## src/rtl/ipv_pkg.sv

```systemverilog
package ipv_pkg;
  localparam int SEL_W = 3;
  localparam logic [SEL_W-1:0] SEL_MMASK = 3'd0;
  localparam logic [SEL_W-1:0] SEL_MPEND = 3'd1;
  localparam logic [SEL_W-1:0] SEL_AMASK = 3'd2;
  localparam logic [SEL_W-1:0] SEL_APEND = 3'd3;
  localparam logic [SEL_W-1:0] SEL_VEC   = 3'd4;
endpackage

```

## src/rtl/ipv_pending.sv

```systemverilog
module ipv_pending #(
  parameter int N = 20
) (
  input  logic         clk,
  input  logic         rst,
  input  logic [N-1:0] set_i,
  input  logic [N-1:0] clr_i,
  output logic [N-1:0] pend_o
);
  for (genvar g = 0; g < N; g++) begin : g_bit
    always_ff @(posedge clk) begin
      if (rst)           pend_o[g] <= 1'b0;
      else if (set_i[g]) pend_o[g] <= 1'b1;   // set has priority over clear
      else if (clr_i[g]) pend_o[g] <= 1'b0;
    end
  end
endmodule

```

## src/rtl/ipv_prio.sv

```systemverilog
module ipv_prio #(
  parameter int N  = 20,
  parameter int VW = 5
) (
  input  logic [N-1:0]  req_i,
  output logic [VW-1:0] vec_o,
  output logic [N-1:0]  hit_o
);
  // Scan from the top down so the lowest index is the last to overwrite.
  always_comb begin
    vec_o = '0;
    hit_o = '0;
    for (int i = N - 1; i >= 0; i--) begin
      if (req_i[i]) begin
        vec_o    = VW'(i + 1);
        hit_o    = '0;
        hit_o[i] = 1'b1;
      end
    end
  end
endmodule

```

## src/rtl/ipv_regif.sv

```systemverilog
module ipv_regif
  import ipv_pkg::*;
#(
  parameter int MAIN_N = 16,
  parameter int AUX_N  = 4,
  parameter int DATA_W = 16,
  parameter int VW     = 5
) (
  input  logic              clk,
  input  logic              rst,
  input  logic              rd_i,
  input  logic              wr_i,
  input  logic [SEL_W-1:0]  addr_i,
  input  logic [DATA_W-1:0] wdata_i,
  input  logic [MAIN_N-1:0] main_pend_i,
  input  logic [AUX_N-1:0]  aux_pend_i,
  input  logic [VW-1:0]     vec_i,
  output logic [MAIN_N-1:0] main_mask_o,
  output logic [AUX_N-1:0]  aux_mask_o,
  output logic [DATA_W-1:0] rdata_o
);
  logic [DATA_W-1:0] rmux;

  always_ff @(posedge clk) begin
    if (rst) begin
      main_mask_o <= '0;
      aux_mask_o  <= '0;
    end else if (wr_i) begin
      if (addr_i == SEL_MMASK) main_mask_o <= wdata_i[MAIN_N-1:0];
      if (addr_i == SEL_AMASK) aux_mask_o  <= wdata_i[AUX_N-1:0];
    end
  end

  always_comb begin
    case (addr_i)
      SEL_MMASK: rmux = DATA_W'(main_mask_o);
      SEL_MPEND: rmux = DATA_W'(main_pend_i);
      SEL_AMASK: rmux = DATA_W'(aux_mask_o);
      SEL_APEND: rmux = DATA_W'(aux_pend_i);
      SEL_VEC:   rmux = DATA_W'(vec_i);
      default:   rmux = '0;
    endcase
  end

  always_ff @(posedge clk) begin
    if (rst)       rdata_o <= '0;
    else if (rd_i) rdata_o <= rmux;
    else           rdata_o <= '0;
  end
endmodule

```

## src/rtl/irq_prio_vec.sv

```systemverilog
module irq_prio_vec
  import ipv_pkg::*;
#(
  parameter int MAIN_N = 16,
  parameter int AUX_N  = 4,
  parameter int DATA_W = 16
) (
  input  logic              clk,
  input  logic              rst,
  input  logic [MAIN_N-1:0] evt_main,
  input  logic [AUX_N-1:0]  evt_aux,
  input  logic              irq_en,
  input  logic              reg_rd,
  input  logic              reg_wr,
  input  logic [SEL_W-1:0]  reg_addr,
  input  logic [DATA_W-1:0] reg_wdata,
  output logic [DATA_W-1:0] reg_rdata,
  output logic              irq
);
  localparam int SRC_N = MAIN_N + AUX_N;
  localparam int VW    = $clog2(SRC_N + 1);

  logic [SRC_N-1:0]  pend_all, mask_all, req_all, hit_all, clr_all;
  logic [MAIN_N-1:0] main_mask;
  logic [AUX_N-1:0]  aux_mask;
  logic [VW-1:0]     vec;
  logic              vec_rd;

  assign mask_all = {aux_mask, main_mask};
  assign req_all  = pend_all & mask_all;
  assign vec_rd   = reg_rd && (reg_addr == SEL_VEC);
  assign clr_all  = vec_rd ? hit_all : '0;

  ipv_pending #(.N(SRC_N)) u_pend (
    .clk(clk), .rst(rst),
    .set_i({evt_aux, evt_main}),
    .clr_i(clr_all),
    .pend_o(pend_all)
  );

  ipv_prio #(.N(SRC_N), .VW(VW)) u_prio (
    .req_i(req_all), .vec_o(vec), .hit_o(hit_all)
  );

  ipv_regif #(.MAIN_N(MAIN_N), .AUX_N(AUX_N), .DATA_W(DATA_W), .VW(VW)) u_regs (
    .clk(clk), .rst(rst),
    .rd_i(reg_rd), .wr_i(reg_wr), .addr_i(reg_addr), .wdata_i(reg_wdata),
    .main_pend_i(pend_all[MAIN_N-1:0]),
    .aux_pend_i(pend_all[SRC_N-1:MAIN_N]),
    .vec_i(vec),
    .main_mask_o(main_mask), .aux_mask_o(aux_mask),
    .rdata_o(reg_rdata)
  );

  always_ff @(posedge clk) begin
    if (rst) irq <= 1'b0;
    else     irq <= irq_en & (|req_all);
  end
endmodule

```

## config.mk

```make
export PLATFORM = sky130hd
export DESIGN_NAME = irq_prio_vec
export DESIGN_NICKNAME = d
export VERILOG_FILES = /design/src/rtl/ipv_pkg.sv /design/src/rtl/ipv_pending.sv /design/src/rtl/ipv_prio.sv /design/src/rtl/ipv_regif.sv /design/src/rtl/irq_prio_vec.sv
export SDC_FILE = /design/constraint.sdc
export NUM_CORES = 1
export LEC_CHECK = 0
export ABC_CLOCK_PERIOD_IN_PS = 4100
export BUFFER_PORTS_ARGS = -buffer_cell sky130_fd_sc_hd__buf_2
export CORE_ASPECT_RATIO = 1.75
export CORE_UTILIZATION = 50
export CTS_CLUSTER_DIAMETER = 100
export DETAILED_ROUTE_END_ITERATION = 10
export PLACE_DENSITY = 0.75
export SYNTH_ARGS = -nofsm -noshare
export SYNTH_HDL_FRONTEND = slang
export SYNTH_SLANG_ARGS = --single-unit
export TNS_END_PERCENT = 20
```

## constraint.sdc

```tcl
create_clock -name clk -period 4.1 [get_ports clk]
set_clock_uncertainty 0.1 [all_clocks]
set_input_delay 0.82 -clock clk [delete_from_list [all_inputs] [get_ports clk]]
set_output_delay 0.82 -clock clk [all_outputs]
set_load 0.05 [all_outputs]
```

### After elaboration in Yosys (flattened, before gate mapping)

Index checks and enable logic that the tools add are counted.

| cells by class | value |
|---|---|
| reductions and logical operators | 26 |
| bitwise gates (word level) | 3 |
| equal/unequal tests | 4 |
| mux-type cells | 82 |

Operator list:

| operator | count |
|---|---|
| $mux W20 | 21 |
| $mux W5 | 20 |
| $pmux W16 S5 | 1 |
| $mux W1 | 40 |
| $reduce_bool A2 Y1 | 20 |
| $and A20 B20 Y20 | 1 |
| $reduce_or A20 Y1 | 1 |
| $eq A3 B2 Y1 const B | 2 |
| $reduce_and A2 Y1 | 2 |
| $eq A3 B1 Y1 const B | 1 |
| $eq A3 B3 Y1 const B | 1 |
| $logic_not A3 Y1 | 1 |
| $reduce_or A2 Y1 | 1 |
| $and A1 B1 Y1 | 1 |
| $logic_and A1 B1 Y1 | 1 |
| $not A1 Y1 | 1 |

| word-level totals | value |
|---|---|
| logic and storage cells | 139 |
| output and inout bits | 17 |
| bits in registers | 57 |
| bits of input ports | 44 |

### Longest topological paths before layout

Gate-level depths: netlist of the first run.

| logic depth | value |
|---|---|
| depth in word-level cells | 24 |
| gate-level depth with buffers | 6 |
| depth with buffers taken out | 4 |

### Hierarchy

From an unflattened synthesis of the first run, not the netlist that was laid out.

| unflattened totals | value |
|---|---|
| cells, all modules | 368 |
| area, all modules | 3104.2 µm² |

Modules (own cells, without submodules):

| module | area an instance (µm²) | sequential area each (µm²) | instances | cells an instance |
|---|---|---|---|---|
| ipv_regif | 1531.5 | 720.7 | 1 | 168 |
| ipv_pending | 798.3 | 400.4 | 1 | 82 |
| ipv_prio | 421.7 | 0.0 | 1 | 64 |
| irq_prio_vec | 352.8 | 20.0 | 1 | 54 |

### Worst setup path after synthesis of the first run

Ideal clock, no wire load.

| timing path | value |
|---|---|
| path kind | input port to flip-flop |
| start point | in reg_addr[1] |
| end point | reg u_regs.rdata_o[0] |
| setup time | 0.131 ns |
| path buffers | 1 |
| setup slack | 1.808 ns |
| data required time | 3.869 ns |
| stages | 5 |
| data arrival time | 2.061 ns |
| cell sequence | clkbuf_1 mux4_1 nor2b_1 a21oi_1 o22ai_1 |

| between the ends | value |
|---|---|
| longest elaborated chain between the ends | 2 |
| elaborated cells on any way between the ends | 6 |
| classes of those cells | eq/ne (4); mux (1); reduce/logical (1) |

RTL lines:

| element | line | RTL |
|---|---|---|
| start: declaration | irq_prio_vec.sv:15 | `input logic [SEL_W-1:0] reg_addr,` |
| $eq A3 B3 Y1 (tied with other cells) | ipv_regif.sv:35 | `case (addr_i)` |
| $pmux W16 S5 * | ipv_regif.sv:35 |  |
| end signal: assignment | ipv_regif.sv:47 | `else if (rd_i) rdata_o <= rmux;` |
| end: declaration | ipv_regif.sv:20 | `output logic [DATA_W-1:0] rdata_o` |

Every way passes the cells marked *; elsewhere a longest branch is shown, timed or not.
A chain may end at the register's enable or synchronous reset.

### Worst setup path in the final report of the first run

| timing path | value |
|---|---|
| start point | in reg_addr[0] |
| end point | reg u_regs.aux_mask_o[1] |

| between the ends | value |
|---|---|
| longest elaborated chain between the ends | 2 |

RTL lines:

| element | line | RTL |
|---|---|---|
| $eq A3 B2 Y1 | ipv_regif.sv:30 | `if (addr_i == SEL_AMASK) aux_mask_o <= wdata_i[AUX_N-1:0];` |
| $reduce_and A2 Y1 (no line) | -- |  |
| end signal: assignment | ipv_regif.sv:30 |  |
| end: declaration | ipv_regif.sv:19 | `output logic [AUX_N-1:0] aux_mask_o,` |

Every way passes these cells.

==> results of run 1 <==
## worst reg2reg max path, delay by kind of cell (launching register included)
| kind | cells | cell delay, ns |
|---|---|---|
| AOI/OAI and AO/OA | 2 | 0.70 |
| DFF | 1 | 0.39 |
| and+or+nand+nor | 2 | 0.70 |
## Yosys cell counts, types with 2 or more instances
cell type | number | share of area [%]
dfxtp_1 | 57 | 43
nand2_1 | 52 | 7.4
nor2_1 | 31 | 4.4
a21oi_1 | 29 | 5.5
mux2i_1 | 16 | 6.1
clkbuf_1 | 10 | 1.4
a22oi_1 | 9 | 2.6
inv_1 | 8 | 1.1
nand4_1 | 7 | 1.7
a211oi_1 | 5 | 1.4
nand3_1 | 5 | 0.95
o21ai_0 | 5 | 0.95
and2_1 | 4 | 0.95
o21bai_1 | 4 | 1.1
a311oi_1 | 3 | 0.99
mux4_2 | 3 | 2.6
nand2b_1 | 3 | 0.71
nand3b_1 | 3 | 0.85
nor3_1 | 3 | 0.57
nor3b_1 | 3 | 0.85
a21bo_2 | 2 | 0.76
a21boi_0 | 2 | 0.57
a222oi_1 | 2 | 0.76
a31oi_1 | 2 | 0.47
a32o_1 | 2 | 0.76
a41oi_1 | 2 | 0.66
and3b_1 | 2 | 0.66
buf_1 | 2 | 0.28
nor2b_1 | 2 | 0.47
nor4bb_1 | 2 | 0.76
o221ai_1 | 2 | 0.66
## flip-flops by register name (all words and copies together), names as in the netlist
name                cells
irq                     1
u_pend.pend_o          20
u_regs.main_mask_o     16
u_regs.rdata_o         16
u_regs.aux_mask_o       4
## per-layer routing
layer / wire length (µm) / vias up / GRT usage [%]
met5: 0 / - / 0
met4: 170 / 0 / 12.2
met2: 3590 / 77 / 46.2
li1: - / 1224 / -
met1: 2550 / 1189 / 28.3
met3: 301 / 14 / 5.56
## metrics by stage
step / hold WS, ns / instance area [µm²]
finish: 0.414 / 3180
global route: 0.445 / 3180
CTS: 0.408 / 3180
detailed placement: 0.401 / 2970
global placement: 0.393 / 2970
floorplan: 0.366 / 2650
## cell type report
| type | count | area, µm² | area share, % |
|---|---|---|---|
| Multi-Input combinational cell | 224 | 1400 | 44.2 |
| Sequential cell | 57 | 1140 | 35.9 |
| Timing Repair Buffer | 63 | 323 | 10.2 |
| Clock buffer | 13 | 179 | 5.63 |
| Tap cell | 54 | 67.6 | 2.13 |
| Clock inverter | 2 | 35.0 | 1.10 |
| Inverter | 8 | 30.0 | 0.945 |
## worst max path at each step
stage / slack (ns) / cells past startpoint / startpoint / to
6_report: 1.85 / 4 / reg_addr[0] / u_regs.aux_mask_o[1]$_SDFFE_PP0P_
2_1_floorplan: 1.81 / 5 / reg_addr[1] / u_regs.rdata_o[0]$_SDFF_PP0_
3_3_place_gp: 1.58 / 5 / reg_addr[0] / u_regs.rdata_o[4]$_SDFF_PP0_
5_1_grt: 1.69 / 4 / reg_addr[0] / u_regs.aux_mask_o[1]$_SDFFE_PP0P_
3_5_place_dp: 1.50 / 4 / reg_addr[0] / u_regs.aux_mask_o[1]$_SDFFE_PP0P_
4_1_cts: 1.83 / 4 / reg_addr[0] / u_regs.aux_mask_o[1]$_SDFFE_PP0P_
## kinds of logic (layout without fill, tap and decap cells)
logic type	count (synthesis)	in the layout	share of synthesized area, %
compound gates	76	76	19.3
buf+inv	22	86	3.78
flops	57	57	43.1
mux	20	20	9.60
simple gates	128	128	24.2
## power groups by stage
| stage | logic, W | registers (W) | clock network (W) |
|---|---|---|---|
| after global placement | 0.000108 | 0.000609 | 0 |
| final | 0.000111 | 0.000598 | 0.000551 |
| after global routing | 0.000123 | 0.000601 | 0.000586 |
| after CTS | 0.000111 | 0.000597 | 0.000559 |
| after detailed placement | 0.000110 | 0.000610 | 0 |
| after floorplan | 0.0000680 | 0.000608 | 0 |
==> reports/results.tsv, run 1 <==
stage	metric	value	unit
status	failing checks	design-rule violations	
drt	Vias/cell	5.95	
floorplan	Core Rows	34	
worst_setup_path	crit-path cells	buf_2 -> nor4bb_1 -> mux2i_1 -> nor2_1	
yosys	synthesized flop and latch total	57	
worst_setup_path	CP delay by family, top	simple AND/OR/NAND/NOR gates	
grt	first-pass GRT wire length	11.1	mm
drt	ANT nets after route	0	
finish	layout cells sized above 1	24.5	%
drt	DRC	10	
drt	drt wl/cell	15.7	µm
timing	Setup TNS	0	ns
floorplan	Die Height	98.2	µm
clocking	htree depth	3	
worst_setup_path	critical path type	input port to flop	
placed_design	IO Port Bufs	60	
yosys	synthesized instance count	303	
power	leak pwr	1.32	nW
yosys	Cell variety after synth	52	
power	Switch Pwr	0.000292	W
floorplan	Die W	57.0	µm
timing	max-slew violations	0	
power	Switching Share	23.2	%
min_path	WHS Path Cells	2	
finish	fill count	467	
grt	pin count of the biggest net entering global routing	44	
clocking	clk root buf	clkbuf_8	
power	PD cells	396	nW/µm²
timing	fin crit share	55.0	%
yosys	FFs w/ async S/R, synth	0	%
finish	fin nets	407	
yosys	EDFF count, synth	0	
worst_setup_path	slowest CP cell	nor4bb_1	
drt	WL final	6.61	mm
power	Design Power	0.00126	W
worst_setup_path	CP max stage delay	0.90	ns
worst_setup_path	worst r2r path cells	4	
placed_design	worst slack at placement	1.50	ns
drt	DR pass1 iterations	7	
yosys	synth warn	0	
min_path	class of the worst hold path	flop to flop	
clocking	setup repair bufs after CTS	0	
timing	Final setup viols	0	
floorplan	die area	5600	µm²
min_path	hold endpoint	u_regs.main_mask_o[8]$_SDFFE_PP0P_	
worst_setup_path	Worst Path Buf+Inv	1	
floorplan	Starting Density	52.7	%
timing	Slew HR	33.3	%
clocking	CTS tree	built	
timing	final worst setup slack	1.85	ns
power	internal power	0.000967	W
timing	minimum clock period	2.25	ns
clocking	CTS Buf Count	9	
clocking	Clock Path Buffers	2	
worst_setup_path	CP arrival	2.35	ns
grt	gr usage total	25.9	%
yosys	Most used DFF post-synth	dfxtp_1	
clocking	Clock Sinks	57	
placed_design	DP Wirelength	4.85	mm
flow_run	Max-cap violations	0	
grt	total grt overflow	0	
yosys	Syn Nets	347	
finish	commonest non-fill, non-tap cells in the layout	60 x buf_2, 57 x dfxtp_1, 52 x nand2_1	
power	sequential share of power	47.5	%
grt	initial antenna violation count	0	
grt	vias in the first global route	2448	
floorplan	core box area	5020	µm²
timing	worst slew pin tran	0.987	ns
placed_design	Placed Instances	406	
power	peak supply drop	0.000309	V
clocking	worst skew pair latency	0.33	ns
worst_setup_path	startpoint types	input port	
worst_setup_path	reg2reg start	u_regs.main_mask_o[3]$_SDFFE_PP0P_	
timing	FMAX	0.444	GHz
floorplan	# IOs	61	
finish	final std cells w/o fill	421	
clocking	hold bufs inserted after CTS	0	
worst_setup_path	reg2reg setup slack	2.09	ns
power	Comb power frac	8.8	%
power	clock network power share	43.7	%
worst_setup_path	Crit Path Max Fanout	22	
clocking	Worst-path clk slew	0.06	ns
worst_setup_path	crit path capture type	flop	
finish	core occupancy in the finished layout	63.3	%
finish	Synth-to-Final Area Change	20.2	%
drt	DR iter-0 viols	133	
worst_setup_path	reg-to-reg endpoint	u_pend.pend_o[17]$_SDFFE_PP0P_	
drt	vias	2504	
timing	final hold vios	0	
yosys	register area share after synthesis	43.1	%
finish	most common cell after layout, fill and taps aside	buf_2	
worst_setup_path	worst endpoint required time	4.20	ns
placed_design	GP Congestion	0.880	
clocking	post_cts resized	0	
finish	Inserted Diodes	0	
min_path	beginning of the worst hold path	u_regs.main_mask_o[8]$_SDFFE_PP0P_	
yosys	Synth Area per Inst	8.73	µm²
yosys	Post-Syn Area	2650	µm²
status	status	complete, but fails checks	
timing	unrepaired setup endpoints after global routing	no	
Power figures use the tool's default switching activity.
==> run 2, diff against run 1 <==
--- a/config.mk
+++ b/config.mk
@@ -5,7 +5,8 @@
 export SDC_FILE = /design/constraint.sdc
 export NUM_CORES = 1
 export LEC_CHECK = 0
-export ABC_CLOCK_PERIOD_IN_PS = 4100
+export ABC_AREA = 1
+export ABC_CLOCK_PERIOD_IN_PS = 2300
 export BUFFER_PORTS_ARGS = -buffer_cell sky130_fd_sc_hd__buf_2
 export CORE_ASPECT_RATIO = 1.75
 export CORE_UTILIZATION = 50
==> constraint.sdc (replaced) <==
create_clock -name clk -period 2.3 [get_ports clk]
set_clock_uncertainty 0.1 [all_clocks]
set_input_delay 0.46 -clock clk [delete_from_list [all_inputs] [get_ports clk]]
set_output_delay 0.46 -clock clk [all_outputs]
set_load 0.05 [all_outputs]
==> run 2 against run 1 <==
Against the previous run:
- the flow still finishes with violations (design-rule violations)
- synthesized area increased by 1.3%
- routed wire length up 9.3%
- worst setup slack worse by 1.1 ns
- sequential share of layout area fell by 0.47 points
- hold slack worse by 0.19 ns
- combinational power increased by 100%
- register-to-register slack got worse by 1.4 ns
- sequential power grew 77%
- synthesized cell count increased by 25%
- global-route usage grew 2.1 points
- critical path type is now flop to flop
==> reports/results.tsv, run 2 <==
stage	metric	value	unit	change
status	status	complete, but fails checks		
status	failing checks	design-rule violations		
grt	met1 Use GR	28.7	%	+0.37 points
timing	Final setup viols	0		unchanged
finish	biggest regs	u_pend.pend_o x20, u_regs.main_mask_o x16, u_regs.rdata_o x16		
finish	Synth-to-Final Area Change	20.2	%	about the same
worst_setup_path	reg-to-reg endpoint	u_regs.rdata_o[1]$_SDFF_PP0_		
floorplan	die area	5670	µm²	+1.3%
drt	WL final	7.23	mm	+9.3%
placed_design	worst slack at placement	0.505	ns	-0.990 ns
grt	gr busiest metal	met2		
drt	drt wl/cell	14.4	µm	-8.5%
power	sequential share of power	48.5	%	+1.0 points
min_path	WHS Path Cells	3		+1
power	Switch Pwr	0.000554	W	+90%
flow_run	Max-cap violations	0		unchanged
finish	fill count	484		+3.6%
grt	M2 GR Usage	50.5	%	+4.3 points
drt	vias	2730		+9.0%
clocking	setup repair bufs after CTS	0		unchanged
worst_setup_path	startpoint types	flop		
yosys	largest area contributor in the netlist	dfxtp_1		
clocking	hold bufs inserted after CTS	0		unchanged
power	Comb power frac	10.2	%	+1.4 points
worst_setup_path	worst endpoint required time	2.45	ns	-1.75 ns
power	PD cells	680	nW/µm²	+72%
grt	vias in the first global route	2624		+7.2%
yosys	Cell variety after synth	30		-42%
worst_setup_path	crit path capture type	flop		
timing	Slew HR	62.8	%	+29 points
floorplan	Die Height	98.9	µm	+0.65%
yosys	EDFF count, synth	0		unchanged
placed_design	DP Wirelength	5.39	mm	+11%
worst_setup_path	slowest CP cell	dfxtp_1		
clocking	worst skew pair latency	0.34	ns	about the same
yosys	FFs w/ async S/R, synth	0	%	unchanged
clocking	CTS Buf Count	9		unchanged
grt	total grt overflow	0		unchanged
yosys	Yosys top cell area share	42.6	%	-0.56 points
worst_setup_path	CP arrival	1.74	ns	-0.61 ns
clocking	CTS tree	built		
timing	max-slew violations	0		unchanged
min_path	hold endpoint	u_pend.pend_o[13]$_SDFFE_PP0P_		
clocking	htree depth	3		unchanged
yosys	synthesized instance count	379		+25%
yosys	Synth area leaders	dfxtp_1 43%, nand2_1 14%, a21oi_1 10%, inv_1 5.3%, nor2_1 4.3%		
worst_setup_path	worst r2r path cells	11		+7
timing	Setup TNS	0	ns	unchanged
finish	Inserted Diodes	0		unchanged
finish	commonest non-fill, non-tap cells in the layout	102 x nand2_1, 60 x buf_2, 57 x dfxtp_1		
finish	Largest register FFs	20		unchanged
drt	DR pass1 iterations	8		+1
worst_setup_path	CP dominant cell by count	nand2_1		
grt	first-pass GRT wire length	11.8	mm	+6.5%
drt	DR iter-0 viols	121		-9.0%
power	clock network power share	41.3	%	-2.4 points
finish	layout cells sized above 1	23.8	%	-0.69 points
clocking	Clock Path Buffers	2		unchanged
clocking	clk root buf	clkbuf_8		
clocking	post_cts resized	0		unchanged
yosys	Post-Syn Area	2680	µm²	+1.3%
drt	DRC	6		-4
timing	final hold vios	0		unchanged
worst_setup_path	Crit Path Max Fanout	6		-73%
grt	initial antenna violation count	0		unchanged
floorplan	Die W	57.3	µm	+0.64%
floorplan	Starting Density	52.9	%	+0.25 points
floorplan	# IOs	61		unchanged
timing	fin crit share	69.0	%	
worst_setup_path	CP max stage delay	0.34	ns	-0.56 ns
min_path	class of the worst hold path	input port to flop		
yosys	synth warn	0		unchanged
yosys	Most used DFF post-synth	dfxtp_1		
worst_setup_path	critical path type	flop to flop		
grt	pin count of the biggest net entering global routing	35		-20%
worst_setup_path	reg2reg start	u_regs.aux_mask_o[0]$_SDFFE_PP0P_		
floorplan	core box area	5060	µm²	+0.85%
worst_setup_path	crit-path cells	nand2_1 -> nand2_1 -> inv_1 -> nand2_1 -> a21oi_1 -> o21bai_1 -> nand2_1 -> nand2_1 -> nand2_1 -> nand2_1 -> a21oi_1		
clocking	Clock Sinks	57		unchanged
finish	most common cell after layout, fill and taps aside	nand2_1		
yosys	count leader, synth	nand2_1		
placed_design	GP Congestion	0.944		+7.3%
yosys	register area share after synthesis	42.6	%	-0.56 points
yosys	synth cell count leaders	102 x nand2_1, 57 x dfxtp_1, 54 x a21oi_1		
grt	GR Util met3	4.86	%	-0.71 points
floorplan	Core Rows	34		unchanged
min_path	beginning of the worst hold path	evt_main[13]		
power	Switching Share	25.3	%	+2.1 points
power	leak pwr	1.52	nW	+15%
timing	FMAX	0.631	GHz	
timing	minimum clock period	1.59	ns	
finish	fin nets	488		+20%
timing	unrepaired setup endpoints after global routing	no		
yosys	Syn Nets	423		+22%
timing	final worst setup slack	0.714	ns	-1.13 ns
drt	Vias/cell	5.43		-8.7%
power	internal power	0.00164	W	+69%
clocking	Worst-path clk slew	0.07	ns	about the same
placed_design	IO Port Bufs	60		unchanged
yosys	synthesized flop and latch total	57		unchanged
timing	worst slew pin tran	0.557	ns	-0.430 ns
drt	ANT nets after route	0		unchanged
power	peak supply drop	0.000606	V	+96%
yosys	Synth Area per Inst	7.07	µm²	-19%
finish	Most flops, register	u_pend.pend_o		
grt	gr usage total	28.0	%	+2.1 points
worst_setup_path	reg2reg setup slack	0.71	ns	-1.38 ns
[run 2: cell count changes after synthesis, moves of 5 or more]
| cell | delta |
|---|---|
| a211oi_1 | -5 |
| a21oi_1 | +25 |
| a22oi_1 | -9 |
| inv_1 | +30 |
| inv_2 | +6 |
| mux2i_1 | -16 |
| nand2_1 | +50 |
| nand2_2 | +8 |
| nand3_1 | +17 |
| o21ai_0 | +9 |
[run 2: kinds of logic after synthesis]
logic type / Yosys count / share of synthesized area, %
flops: 57 / 42.6
simple gates: 182 / 31.9
compound gates: 85 / 17.4
buf+inv: 55 / 8.12
[run 2: metrics by stage]
step	util (%)	hold WS (ns)	instance area, µm²	std cells	power (W)
2_1_floorplan	-	0.351	2680	379	0.00122
3_3_place_gp	59.9	0.365	3030	487	0.00130
3_5_place_dp	59.9	0.375	3030	487	0.00130
4_1_cts	63.6	0.221	3220	503	0.00220
5_1_grt	63.6	0.227	3220	503	0.00228
6_report	63.6	0.224	3220	503	0.00219
[run 2: critical path, delay by kind of cell (launching register included)]
family	cells	cell delay (ns)
flops	1	0.34
compound gates	3	0.45
buf+inv	1	0.07
simple gates	7	0.54
[run 2: worst max path at each step]
stage                                          end  slack [ns]                                from  depth (start not counted)
finish                u_regs.rdata_o[1]$_SDFF_PP0_        0.71   u_regs.aux_mask_o[0]$_SDFFE_PP0P_                         11
global route        u_pend.pend_o[16]$_SDFFE_PP0P_        0.58  u_regs.main_mask_o[8]$_SDFFE_PP0P_                         10
CTS                 u_pend.pend_o[16]$_SDFFE_PP0P_        0.74  u_regs.main_mask_o[5]$_SDFFE_PP0P_                         10
detailed placement  u_pend.pend_o[10]$_SDFFE_PP0P_        0.51                         reg_addr[1]                          7
global placement    u_pend.pend_o[16]$_SDFFE_PP0P_        0.59                         reg_addr[1]                          9
floorplan           u_pend.pend_o[16]$_SDFFE_PP0P_        0.83                         reg_addr[1]                          8
[run 2: per-layer routing]
| layer | share of wire [%] | up-vias |
|---|---|---|
| met5 | 0 | - |
| li1 | - | 1367 |
| met3 | 5.0 | 20 |
| met2 | 54 | 88 |
| met4 | 3.5 | 0 |
| met1 | 37 | 1255 |
[run 2: area by class of cell]
| cell class | instances | area [µm²] | share of cell area (%) |
|---|---|---|---|
| clock buffers | 13 | 149 | 4.62 |
| flip-flops and latches | 57 | 1140 | 35.4 |
| clock inverters | 3 | 40.0 | 1.24 |
| inverters | 44 | 165 | 5.13 |
| well taps | 54 | 67.6 | 2.10 |
| multi-input cells | 267 | 1320 | 41.0 |
| repair buffers | 65 | 338 | 10.5 |
[run 2: power by group through the flow]
stage,Sequential [W],Combinational (W),Clock [W]
6_report,0.00106,0.000223,0.000905
5_1_grt,0.00107,0.000247,0.000966
4_1_cts,0.00106,0.000223,0.000913
3_5_place_dp,0.00108,0.000222,0
3_3_place_gp,0.00108,0.000218,0
2_1_floorplan,0.00109,0.000128,0
==> run 3, diff against run 2 <==
--- a/config.mk
+++ b/config.mk
@@ -6,10 +6,10 @@
 export NUM_CORES = 1
 export LEC_CHECK = 0
 export ABC_AREA = 1
-export ABC_CLOCK_PERIOD_IN_PS = 2300
+export ABC_CLOCK_PERIOD_IN_PS = 1400
 export BUFFER_PORTS_ARGS = -buffer_cell sky130_fd_sc_hd__buf_2
 export CORE_ASPECT_RATIO = 1.75
-export CORE_UTILIZATION = 50
+export CORE_UTILIZATION = 48
 export CTS_CLUSTER_DIAMETER = 100
 export DETAILED_ROUTE_END_ITERATION = 10
 export PLACE_DENSITY = 0.75
==> constraint.sdc (replaced) <==
create_clock -name clk -period 1.4 [get_ports clk]
set_clock_uncertainty 0.1 [all_clocks]
set_input_delay 0.28 -clock clk [delete_from_list [all_inputs] [get_ports clk]]
set_output_delay 0.28 -clock clk [all_outputs]
set_load 0.05 [all_outputs]
==> run 3 against run 2 <==
Against the previous run:
- hold slack lost 0.18 ns
- sequential share of layout area is 5.7 points lower
- the run ends with negative setup slack left
- critical path type unchanged
- clock power rose by 66%
- die area is 4.1% higher
==> reports/results.tsv, run 3 (same netlist as run 2, synthesis figures left out) <==
stage	metric	value	unit	change
finish	Reg area	1160	µm²	+1.3%
clocking	clk root buf	clkbuf_8		
worst_setup_path	reg-to-reg endpoint	u_pend.pend_o[16]$_SDFFE_PP0P_		
worst_setup_path	worst r2r path cells	10		-1
finish	layout cells sized above 1	42.1	%	+18 points
finish	fin nets	555		+14%
power	leak pwr	1.89	nW	+25%
clocking	Clock Sinks	57		unchanged
timing	max-slew violations	0		unchanged
timing	Slew HR	69.8	%	+7.1 points
worst_setup_path	CP arrival	1.66	ns	-0.08 ns
timing	final worst setup slack	-0.132	ns	-0.846 ns
timing	Final setup viols	8		+8
worst_setup_path	critical path type	flop to flop		
worst_setup_path	CP max stage delay	0.33	ns	about the same
worst_setup_path	CP Capture Point	u_pend.pend_o[16]$_SDFFE_PP0P_		
drt	WL final	8.45	mm	+17%
grt	vias in the first global route	2996		+14%
drt	DRC	0		-6
finish	area occupied by multi-input gates	1430	µm²	+7.9%
clocking	Clock Path Buffers	2		unchanged
power	PD cells	967	nW/µm²	+42%
worst_setup_path	crit path capture type	flop		
floorplan	Core Rows	35		+2.9%
worst_setup_path	crit-path cells	nand2_2 -> nand2_4 -> nor2_4 -> nand2_4 -> nor2_8 -> nand2_2 -> nor3_2 -> nor2_1 -> nor2_1 -> nor2_1		
finish	fill count	446		-7.9%
drt	Vias/cell	5.16		-5.0%
clocking	CTS tree	built		
finish	Inserted Diodes	0		unchanged
timing	Setup TNS	-0.659	ns	-0.659 ns
floorplan	core box area	5300	µm²	+4.7%
worst_setup_path	CP delay by family, top	simple AND/OR/NAND/NOR gates		
worst_setup_path	CP dominant cell by count	nor2_1		
clocking	Worst-path clk slew	0.06	ns	about the same
grt	gr usage total	30.5	%	+2.5 points
grt	initial antenna violation count	0		unchanged
placed_design	GP Congestion	0.996		+5.4%
drt	vias	3042		+11%
drt	DR iter-0 viols	169		+40%
timing	Hold WS	0.0463	ns	-0.178 ns
grt	total grt overflow	0		unchanged
finish	Synth-to-Final Area Change	45.3	%	
placed_design	IO Port Bufs	60		unchanged
floorplan	Starting Density	50.6	%	-2.4 points
worst_setup_path	startpoint types	flop		
finish	core occupancy in the finished layout	73.5	%	+9.8 points
timing	final hold vios	0		unchanged
worst_setup_path	reg2reg start	u_pend.pend_o[4]$_SDFFE_PP0P_		
finish	biggest regs	u_pend.pend_o x20, u_regs.main_mask_o x16, u_regs.rdata_o x16		
worst_setup_path	worst endpoint required time	1.53	ns	-0.92 ns
worst_setup_path	Crit Path Max Fanout	3		-3
finish	Most flops, register	u_pend.pend_o		
finish	commonest non-fill, non-tap cells in the layout	87 x nand2_1, 70 x buf_4, 60 x buf_2		
floorplan	die area	5900	µm²	+4.1%
power	peak supply drop	0.000875	V	+44%
timing	fin crit share	109	%	+40 points
floorplan	# IOs	61		unchanged
worst_setup_path	slowest CP cell	dfxtp_2		
clocking	worst skew pair latency	0.34	ns	about the same
timing	minimum clock period	1.53	ns	-0.0537 ns
drt	ANT nets after route	0		unchanged
worst_setup_path	crit path from	u_pend.pend_o[4]$_SDFFE_PP0P_		
grt	first-pass GRT wire length	13.3	mm	+12%
clocking	CTS Buf Count	9		unchanged
status	status	complete, but fails checks		
timing	worst slew pin tran	0.452	ns	-0.105 ns
floorplan	Die Height	101	µm	+2.0%
finish	most common cell after layout, fill and taps aside	nand2_1		
worst_setup_path	reg2reg setup slack	-0.13	ns	-0.85 ns
clocking	hold bufs inserted after CTS	0		unchanged
finish	Largest register FFs	20		unchanged
flow_run	Max-cap violations	0		unchanged
min_path	class of the worst hold path	input port to flop		
timing	FMAX	0.653	GHz	+3.5%
drt	drt wl/cell	14.3	µm	-0.31%
worst_setup_path	critical path depth	10		-1
clocking	htree depth	3		unchanged
timing	unrepaired setup endpoints after global routing	yes		
status	failing checks	negative setup slack		
grt	pin count of the biggest net entering global routing	25		-29%
drt	DR pass1 iterations	5		-3
worst_setup_path	Worst Path Buf+Inv	0		-1
floorplan	Die W	58.5	µm	+2.0%
placed_design	DP Wirelength	6.14	mm	+14%
[run 3: per-layer routing]
metal  up-vias  global-route usage (%)  share of wire [%]
li1       1500                       -                  -
met1      1396                    29.3                 36
met5         -                       0                  0
met4         0                    21.8                5.7
met3        36                    6.55                4.1
met2       110                    55.4                 54
[run 3: worst reg2reg max path: stages (launching register included)]
cell	delay, ns
dfxtp_2	0.33
nand2_2	0.09
nand2_4	0.06
nor2_4	0.13
nand2_4	0.09
nor2_8	0.13
nand2_2	0.10
nor3_2	0.12
nor2_1	0.07
nor2_1	0.15
nor2_1	0.06
[run 3: timing repair]
item / CTS / global route
resized for setup: 10 / 39
pin swaps: 2 / 12
setup buffers: 3 / 2
endpoints found under the setup margin: 14 / 22
[run 3: worst min path at each step]
stage	cells after the start	start	end	slack, ns
6_report	3	evt_main[5]	u_pend.pend_o[5]$_SDFFE_PP0P_	0.05
5_1_grt	3	evt_main[6]	u_pend.pend_o[6]$_SDFFE_PP0P_	0.06
4_1_cts	3	evt_main[5]	u_pend.pend_o[5]$_SDFFE_PP0P_	0.04
3_5_place_dp	2	u_pend.pend_o[7]$_SDFFE_PP0P_	u_regs.rdata_o[7]$_SDFF_PP0_	0.38
3_3_place_gp	2	u_regs.main_mask_o[5]$_SDFFE_PP0P_	u_regs.main_mask_o[5]$_SDFFE_PP0P_	0.37
2_1_floorplan	2	evt_main[13]	u_pend.pend_o[13]$_SDFFE_PP0P_	0.30
[run 3: area by class of cell]
cell class                 instances  share of cell area (%)
tap                               74                    2.38
inverter                          44                    4.24
timing repair buffer             132                    22.2
clock buffer                      13                    3.82
sequential                        57                    29.7
multi-input combinational        267                    36.6
clock inverter                     3                    1.03
[run 3: power by group]
part	switching, W	leakage (nW)	internal, W
combinational	0.000298	1.32	0.000234
clock	0.000634	0.0974	0.000866
sequential	0.0000434	0.471	0.00169
total	0.000975	1.89	0.00279
[run 3: metrics by stage]
step | instance area [µm²] | setup slack [ns] | cells | power, W
after detailed placement | 3550 | -0.141 | 569 | 0.00225
after CTS | 3790 | -0.119 | 588 | 0.00374
after floorplan | 2680 | 0.0360 | 379 | 0.00200
final | 3890 | -0.132 | 590 | 0.00377
after global placement | 3550 | -0.0807 | 569 | 0.00224
after global routing | 3890 | -0.205 | 590 | 0.00390
